## src/rtl/rtc_flag_pkg.sv

```systemverilog
package rtc_flag_pkg;
  localparam int unsigned NUM_FLAGS = 3;
  localparam int unsigned DATA_W    = 8;
  // flag index 0: alarm-0, 1: sync-ready, 2: overflow
  localparam int unsigned FLAG_POS [NUM_FLAGS] = '{0, 6, 7};

  typedef struct packed {
    logic [NUM_FLAGS-1:0] flagSet;
    logic [NUM_FLAGS-1:0] flagClr;
    logic [NUM_FLAGS-1:0] enaSet;
    logic [NUM_FLAGS-1:0] enaClr;
  } flagStrobes_t;
endpackage

```

## src/rtl/rtc_flag_ctrl.sv

```systemverilog
module rtc_flag_ctrl
  import rtc_flag_pkg::*;
#(
  parameter logic [7:0] FLAG_OFS    = 8'h08,
  parameter logic [7:0] ENA_SET_OFS = 8'h07,
  parameter logic [7:0] ENA_CLR_OFS = 8'h06
) (
  input  logic              clk,
  input  logic              rstN,
  input  logic              ovfEvt,
  input  logic              alarmEvt,
  input  logic              syncBusy,
  input  logic              busyCause,
  input  logic [7:0]        addr,
  input  logic              wrEn,
  input  logic [DATA_W-1:0] wrData,
  output flagStrobes_t      strb
);
  logic busyQ;
  logic tagQ;
  logic busyRise;
  logic busyFall;
  logic [NUM_FLAGS-1:0] wrBits;

  assign busyRise = syncBusy & ~busyQ;
  assign busyFall = busyQ & ~syncBusy;

  always_ff @(posedge clk or negedge rstN) begin
    if (!rstN) begin
      busyQ <= 1'b0;
      tagQ  <= 1'b0;
    end else begin
      busyQ <= syncBusy;
      if (busyRise)
        tagQ <= busyCause;
      else if (syncBusy && busyCause)
        tagQ <= 1'b1;
    end
  end

  // gather the implemented data bits into flag-index order
  for (genvar i = 0; i < NUM_FLAGS; i++) begin : g_pick
    assign wrBits[i] = wrData[FLAG_POS[i]];
  end

  always_comb begin
    strb.flagSet = {ovfEvt, busyFall & ~tagQ, alarmEvt};
    strb.flagClr = (wrEn && addr == FLAG_OFS)    ? wrBits : '0;
    strb.enaSet  = (wrEn && addr == ENA_SET_OFS) ? wrBits : '0;
    strb.enaClr  = (wrEn && addr == ENA_CLR_OFS) ? wrBits : '0;
  end
endmodule

```

## src/rtl/rtc_flag_dp.sv

```systemverilog
module rtc_flag_dp
  import rtc_flag_pkg::*;
#(
  parameter logic [7:0] FLAG_OFS    = 8'h08,
  parameter logic [7:0] ENA_SET_OFS = 8'h07,
  parameter logic [7:0] ENA_CLR_OFS = 8'h06
) (
  input  logic                 clk,
  input  logic                 rstN,
  input  flagStrobes_t         strb,
  input  logic [7:0]           addr,
  output logic [DATA_W-1:0]    rdData,
  output logic                 irq,
  output logic [NUM_FLAGS-1:0] flagVec,
  output logic [NUM_FLAGS-1:0] enaVec
);
  logic [DATA_W-1:0] flagByte;
  logic [DATA_W-1:0] enaByte;

  always_ff @(posedge clk or negedge rstN) begin
    if (!rstN) begin
      flagVec <= '0;
      enaVec  <= '0;
    end else begin
      // a set in the same cycle as a clear wins
      flagVec <= (flagVec & ~strb.flagClr) | strb.flagSet;
      enaVec  <= (enaVec & ~strb.enaClr) | strb.enaSet;
    end
  end

  always_comb begin
    flagByte = '0;
    enaByte  = '0;
    for (int i = 0; i < NUM_FLAGS; i++) begin
      flagByte[FLAG_POS[i]] = flagVec[i];
      enaByte[FLAG_POS[i]]  = enaVec[i];
    end
    if (addr == FLAG_OFS)
      rdData = flagByte;
    else if (addr == ENA_SET_OFS || addr == ENA_CLR_OFS)
      rdData = enaByte;
    else
      rdData = '0;
  end

  assign irq = |(flagVec & enaVec);
endmodule

```

## src/rtl/rtc_flag_reg.sv

```systemverilog
module rtc_flag_reg
  import rtc_flag_pkg::*;
#(
  parameter logic [7:0] FLAG_OFS    = 8'h08,
  parameter logic [7:0] ENA_SET_OFS = 8'h07,
  parameter logic [7:0] ENA_CLR_OFS = 8'h06
) (
  input  logic       clk,
  input  logic       rstN,
  input  logic       ovfEvt,
  input  logic       alarmEvt,
  input  logic       syncBusy,
  input  logic       busyCause,
  input  logic [7:0] addr,
  input  logic       wrEn,
  input  logic [7:0] wrData,
  output logic [7:0] rdData,
  output logic       irq
);
  flagStrobes_t strb;
  logic [NUM_FLAGS-1:0] flagVec;
  logic [NUM_FLAGS-1:0] enaVec;

  rtc_flag_ctrl #(
    .FLAG_OFS(FLAG_OFS), .ENA_SET_OFS(ENA_SET_OFS), .ENA_CLR_OFS(ENA_CLR_OFS)
  ) u_ctrl (
    .clk(clk), .rstN(rstN), .ovfEvt(ovfEvt), .alarmEvt(alarmEvt),
    .syncBusy(syncBusy), .busyCause(busyCause), .addr(addr),
    .wrEn(wrEn), .wrData(wrData), .strb(strb)
  );

  rtc_flag_dp #(
    .FLAG_OFS(FLAG_OFS), .ENA_SET_OFS(ENA_SET_OFS), .ENA_CLR_OFS(ENA_CLR_OFS)
  ) u_dp (
    .clk(clk), .rstN(rstN), .strb(strb), .addr(addr),
    .rdData(rdData), .irq(irq), .flagVec(flagVec), .enaVec(enaVec)
  );
endmodule

```

## config.mk

```make
export PLATFORM = sky130hd
export DESIGN_NAME = rtc_flag_reg
export DESIGN_NICKNAME = d
export VERILOG_FILES = /design/src/rtl/rtc_flag_pkg.sv /design/src/rtl/rtc_flag_ctrl.sv /design/src/rtl/rtc_flag_dp.sv /design/src/rtl/rtc_flag_reg.sv
export SDC_FILE = /design/constraint.sdc
export NUM_CORES = 1
export LEC_CHECK = 0
export CORE_MARGIN = 2
export CORE_UTILIZATION = 36
export DETAILED_ROUTE_END_ITERATION = 8
export HOLD_SLACK_MARGIN = 0.02
export PLACE_DENSITY = 0.84
export SLEW_MARGIN = 25
export SYNTH_ARGS = -nofsm -noshare
export SYNTH_HDL_FRONTEND = slang
export SYNTH_SLANG_ARGS = --single-unit
```

## constraint.sdc

```tcl
create_clock -name clk -period 2.9 [get_ports clk]
set_input_delay 0.435 -clock clk [delete_from_list [all_inputs] [get_ports clk]]
set_output_delay 0.435 -clock clk [all_outputs]
set_load 0.03 [all_outputs]
```

==> results_dict.tcl, run 1 <==
set metrics [dict create \
    drtIter0Drc 13 \
    critPathArrivalTime_ns 2.36 \
    drc 0 \
    via_per_inst 5.250 \
    hold_class "input pin to asynchronous set/reset pin" \
    r2r_slack_ns 2.08 \
    maxCapViolCount 0 \
    avgSynthCellArea_sq_um 10.64 \
    fp.dieW_um 40.06 \
    yosysTopAreaCell "dfrtp_1" \
    ant_nets 0 \
    synth_commonest_cells "dfrtp_1 (8), nand4_1 (6), buf_4 (5), nor2_1 (4)" \
    leakagePower_nw 0.2875 \
    htree_levels 1 \
    diodes 0 \
    cts_setup_buffers 0 \
    finalNetCount 95 \
    yosysSeqAreaShare_pct 42.78 \
    r2r_start "u_dp.enaVec[1]" \
    synth_cells 44 \
    ctsResizeCount 0 \
    cp_cell_sequence "clkdlybuf4s50_1, or4_2, nor2_1, clkdlybuf4s50_1" \
    synth_simple_gate_area_share_pct 25.67 \
    track_usage_pct 16.84 \
    ir_drop_v 0.0002334 \
    setup_tns_ns 0 \
    fin_crit_ns 2.796 \
    rsz0062_at_grt "no" \
    ys_warn_count 0 \
    synth-adder-area-share_pct 0 \
    num_vias 441 \
    synthArstFlopShare_pct 100.0 \
    slowest_stage "or4_2" \
    endpoint "rdData[0]" \
    synth_seq_cells 8 \
    clock-sinks 8 \
    hold_violations 0 \
    synth_cell_types 19 \
    r2r_cells 1 \
    root_buffer "clkbuf_4" \
    io_pins 32 \
    grt_pass1_wl_um 1711 \
    routed_wl_um 1112 \
    power_density_nw_per_um2 371.9 \
    hold_buffers 0 \
    final_cell_area_sq_um 721.9 \
    cp_max_fo 3 \
    synth-main-ff-cell "dfrtp_1" \
    first_global_vias 421 \
    power.total_w 0.0002685 \
    slowest_delay_ns 0.70 \
    setup_viol 0 \
    synth_xor_xnor_area_share_pct 0 \
    clk_latency_ns 0.25 \
    fmax_mhz 357.7 \
    synth.most_common_cell "dfrtp_1" \
    reg2reg_to "u_dp.enaVec[1]" \
    wl_per_cell_um 13.24 \
    cts_tree "built" \
    cts_buffers 3 \
    dieArea_sq_um 1604 \
    io_buffers 21 \
    grt_remaining_overflow 0 \
    maxSlewViolCount 0 \
    post-dp-hpwl_um 918.9 \
    cp-end-kind "output pin" \
    start_util_pct 40.48 \
    placed_cell_area_sq_um 699.4 \
    finClkSkew_ns 0.0001130 \
    grt_max_degree 9 \
    ys_top_cells_by_area "dfrtp_1 (43%), buf_4 (8.0%), nand4_1 (8.0%), mux2_1 (7.2%), a22oi_1 (4.8%)" \
    gp_congestion 0.8145 \
    synth_mux_area_share_pct 7.219 \
    crit_top_cell "clkdlybuf4s50_1" \
    netlist_area_sq_um 467.9 \
    worstSetupPathType "input pin to output pin" \
    antenna_found_initial 0 \
    period_share_pct 96.40 \
    synth_top_area_share_pct 42.78 \
    clkTransAtPathRegs_ns 0.06 \
    startpoint "addr[7]" \
    cp-start-kind "input pin" \
    synthToLayoutAreaGrowth_pct 54.28 \
    die_h_um 40.06 \
    synth-edff-count 0 \
    cts_buffer_depth 2 \
    dr.pass1.iters 4 \
    status "finished, final reports clean" \
    core_area_sq_um 1156 \
    synth_compound_area_share_pct 13.90 \
    rows 12 \
    drive_gt1_share_pct 12.86 \
    cp.required_ns 2.47 \
    synth_top_family_by_area "simple AND/OR/NAND/NOR gates" \
]
layer usage:
layer	part of all wire [%]	GRT usage [%]
met5	0	0
met1	43	18.47
met3	13	3.889
met2	44	27.82
met4	0.54	12.93
layout by cell type (no fill, tap or decap):
cell / count
nor2_1: 4
nand2b_1: 1
buf_4: 4
and3b_1: 1
inv_1: 1
nor2b_1: 1
nor3b_1: 1
dfrtp_1: 8
clkbuf_4: 3
nor4b_1: 1
a22oi_1: 3
mux2_1: 3
conb_1: 5
a222oi_1: 1
nor4_4: 1
a21o_1: 2
or4_2: 1
clkdlybuf4s50_1: 21
nand4_1: 6
a22o_1: 2
power by group:
group          switching, W  leakage (nW)  internal (W)   total, W
Combinational     0.0000302         0.183     0.0000339  0.0000641
Clock             0.0000376        0.0138     0.0000473  0.0000849
Sequential       0.00000308        0.0907      0.000116   0.000119
Total             0.0000709         0.287      0.000198   0.000268
kinds of logic (layout without fill, tap and decap cells):
kind of cell | Yosys count | count (layout)
and+or+nand+nor | 17 | 17
buffers and inverters | 7 | 29
other | 1 | 5
AOI/OAI and AO/OA | 8 | 8
DFF | 8 | 8
muxes | 3 | 3
worst min path at each step:
| stage | cells past startpoint | slack (ns) | endpoint | startpoint |
|---|---|---|---|---|
| 5_1_grt | 1 | 0.50 | u_ctrl.busyQ | rstN |
| 2_1_floorplan | 0 | 0.14 | u_ctrl.busyQ | rstN |
| 3_3_place_gp | 1 | 0.47 | u_dp.flagVec[1] | u_ctrl.busyQ |
| 3_5_place_dp | 1 | 0.47 | u_dp.flagVec[1] | u_ctrl.busyQ |
| 4_1_cts | 1 | 0.47 | u_ctrl.busyQ | rstN |
| 6_report | 1 | 0.46 | u_dp.flagVec[2] | rstN |
worst max-delay path: cells and delay by family:
family                 cells  cell delay [ns]
buffers and inverters      2             1.09
and+or+nand+nor            2             0.83
registers in the layout (all words and copies together) (netlist names):
register,count
u_dp.flagVec,3
u_ctrl.tagQ,1
u_dp.enaVec,3
u_ctrl.busyQ,1
metrics by stage:
stage	std cells	hold WS, ns	worst slack (ns)	util (%)
final	84	0.4634	0.1043	62.45
after detailed placement	81	0.4723	0.08922	60.50
after global routing	84	0.4976	0.04648	62.45
after global placement	81	0.4661	0.1250	60.50
after CTS	84	0.4745	0.08791	62.45
after floorplan	48	0.1394	0.9005	-
area by class of cell:
type | instances | area (sq um)
fill | 111 | 434.2
timing repair buffer | 25 | 240.2
multi-input combinational | 33 | 237.7
sequential | 8 | 200.2
clock buffer | 3 | 22.52
tap | 14 | 17.52
inverter | 1 | 3.754
Note: power is estimated with default switching activity, not from simulation.
==> inputs of run 2 (changes only) <==
- CTS_CLUSTER_SIZE: unset -> 25
==> results of run 2 <==
Same layout as run 1: the final DEF is identical, and so are final timing and power.
==> inputs of run 3 (changes only) <==
- CORE_MARGIN: 2 -> unset
==> results_dict.tcl, run 3 (synthesis gave the netlist of run 1 again) <==
set metrics [dict create \
    fin_crit_ns 2.849 \
    track_usage_pct 17.74 \
    root_buffer "clkbuf_4" \
    rows 12 \
    finClkSkew_ns 0.006334 \
    hold_class "input pin to asynchronous set/reset pin" \
    io_buffers 21 \
    drive_gt1_share_pct 12.86 \
    cp_max_fo 3 \
    diodes 0 \
    wl_per_cell_um 12.55 \
    cts_tree "built" \
    cp.required_ns 2.47 \
    worstSetupPathType "input pin to output pin" \
    cp_cell_sequence "clkdlybuf4s50_1, or4_2, nor2_1, clkdlybuf4s50_1" \
    htree_levels 1 \
    grt_remaining_overflow 0 \
    dp_cells 81 \
    finalNetCount 95 \
    routed_wl_um 1054 \
    post-route-util_pct 62.45 \
    cts_buffer_depth 2 \
    crit_top_cell "clkdlybuf4s50_1" \
    io_pins 32 \
    clkTransAtPathRegs_ns 0.06 \
    first_global_vias 422 \
    setup_viol 0 \
    combPwrFrac_pct 23.8 \
    power.total_w 0.0002696 \
    p_int_w 0.0001977 \
    maxSlewViolCount 0 \
    core_area_sq_um 1156 \
    grt_max_degree 9 \
    setup_tns_ns 0 \
    hold_buffers 0 \
    setup_ws_ns 0.05108 \
    swShare_pct 26.68 \
    finalNonFillerCells 84 \
    die_h_um 38.06 \
    cts_setup_buffers 0 \
    cp-end-kind "output pin" \
    antenna_found_initial 0 \
    drc 0 \
    slowest_delay_ns 0.71 \
    leakagePower_nw 0.2875 \
    dr.pass1.iters 4 \
    status "finished, final reports clean" \
    final_common_cell "clkdlybuf4s50_1" \
    post-place-ws_ns 0.07398 \
    rsz0062_at_grt "no" \
    final_cell_mix "clkdlybuf4s50_1 (21), dfrtp_1 (8), nand4_1 (6)" \
    fmax_mhz 351.0 \
    period_share_pct 98.24 \
    maxCapViolCount 0 \
    critPathArrivalTime_ns 2.41 \
    reg_top3 "u_dp.enaVec: 3 flops, u_dp.flagVec: 3 flops" \
    via_per_inst 5.250 \
    p_switching_w 0.00007194 \
    dieArea_sq_um 1448 \
    post-dp-hpwl_um 822.4 \
    ant_nets 0 \
    ctsResizeCount 0 \
    cts_buffers 3 \
    clock-sinks 8 \
    clk_latency_ns 0.26 \
    num_vias 441 \
    hold_violations 0 \
    grt_pass1_wl_um 1690 \
    fp.dieW_um 38.06 \
    drtIter0Drc 11 \
    gp_congestion 0.8294 \
    ir_drop_v 0.0002466 \
    slowest_stage "or4_2" \
    p_seq_share_pct 44.3 \
    power_density_nw_per_um2 373.4 \
    synthToLayoutAreaGrowth_pct 54.28 \
    cp-start-kind "input pin" \
    clkPwrFrac_pct 31.9 \
    start_util_pct 40.48 \
]
run 3: area by class of cell:
type | count | area [sq um]
clock buffer | 3 | 22.52
fill | 109 | 434.2
inverter | 1 | 3.754
multi-input combinational | 33 | 237.7
sequential | 8 | 200.2
tap | 14 | 17.52
timing repair buffer | 25 | 240.2
run 3: critical path: cells and delay by family:
kind	cells	cell delay, ns
buffers and inverters	2	1.12
and+or+nand+nor	2	0.87
run 3: worst paths after layout:
check | from | end | cells past startpoint | slack (ns)
max | addr[7] | rdData[0] | 4 | 0.05
min | rstN | u_dp.enaVec[2] | 1 | 0.45
max reg2reg | u_dp.enaVec[0] | u_dp.enaVec[0] | 1 | 2.08
min reg2reg | u_ctrl.busyQ | u_dp.flagVec[1] | 1 | 0.47
max in group asynchronous | rstN | u_ctrl.tagQ | 1 | 2.18
min in group clk | u_ctrl.busyQ | u_dp.flagVec[1] | 1 | 0.47
run 3: stage by stage:
stage	cell area (sq um)	hold WS, ns
global route	721.9	0.4806
finish	721.9	0.4532
CTS	721.9	0.4550
global placement	699.4	0.4637
detailed placement	699.4	0.4658
floorplan	483.0	0.1394
run 3: power by group through the flow:
stage                     clock network (W)   logic, W  registers, W
after floorplan                           0  0.0000300      0.000120
after global placement                    0  0.0000628      0.000121
after detailed placement                  0  0.0000638      0.000121
after CTS                         0.0000894  0.0000643      0.000119
after global routing              0.0000947  0.0000695      0.000120
final                             0.0000860  0.0000641      0.000120
run 3: per-layer routing:
metal / routed length [um] / global-route usage [%]
met1: 474 / 21.05
met2: 500 / 29.24
met3: 71 / 1.744
met4: 7 / 13.39
met5: 0 / 0
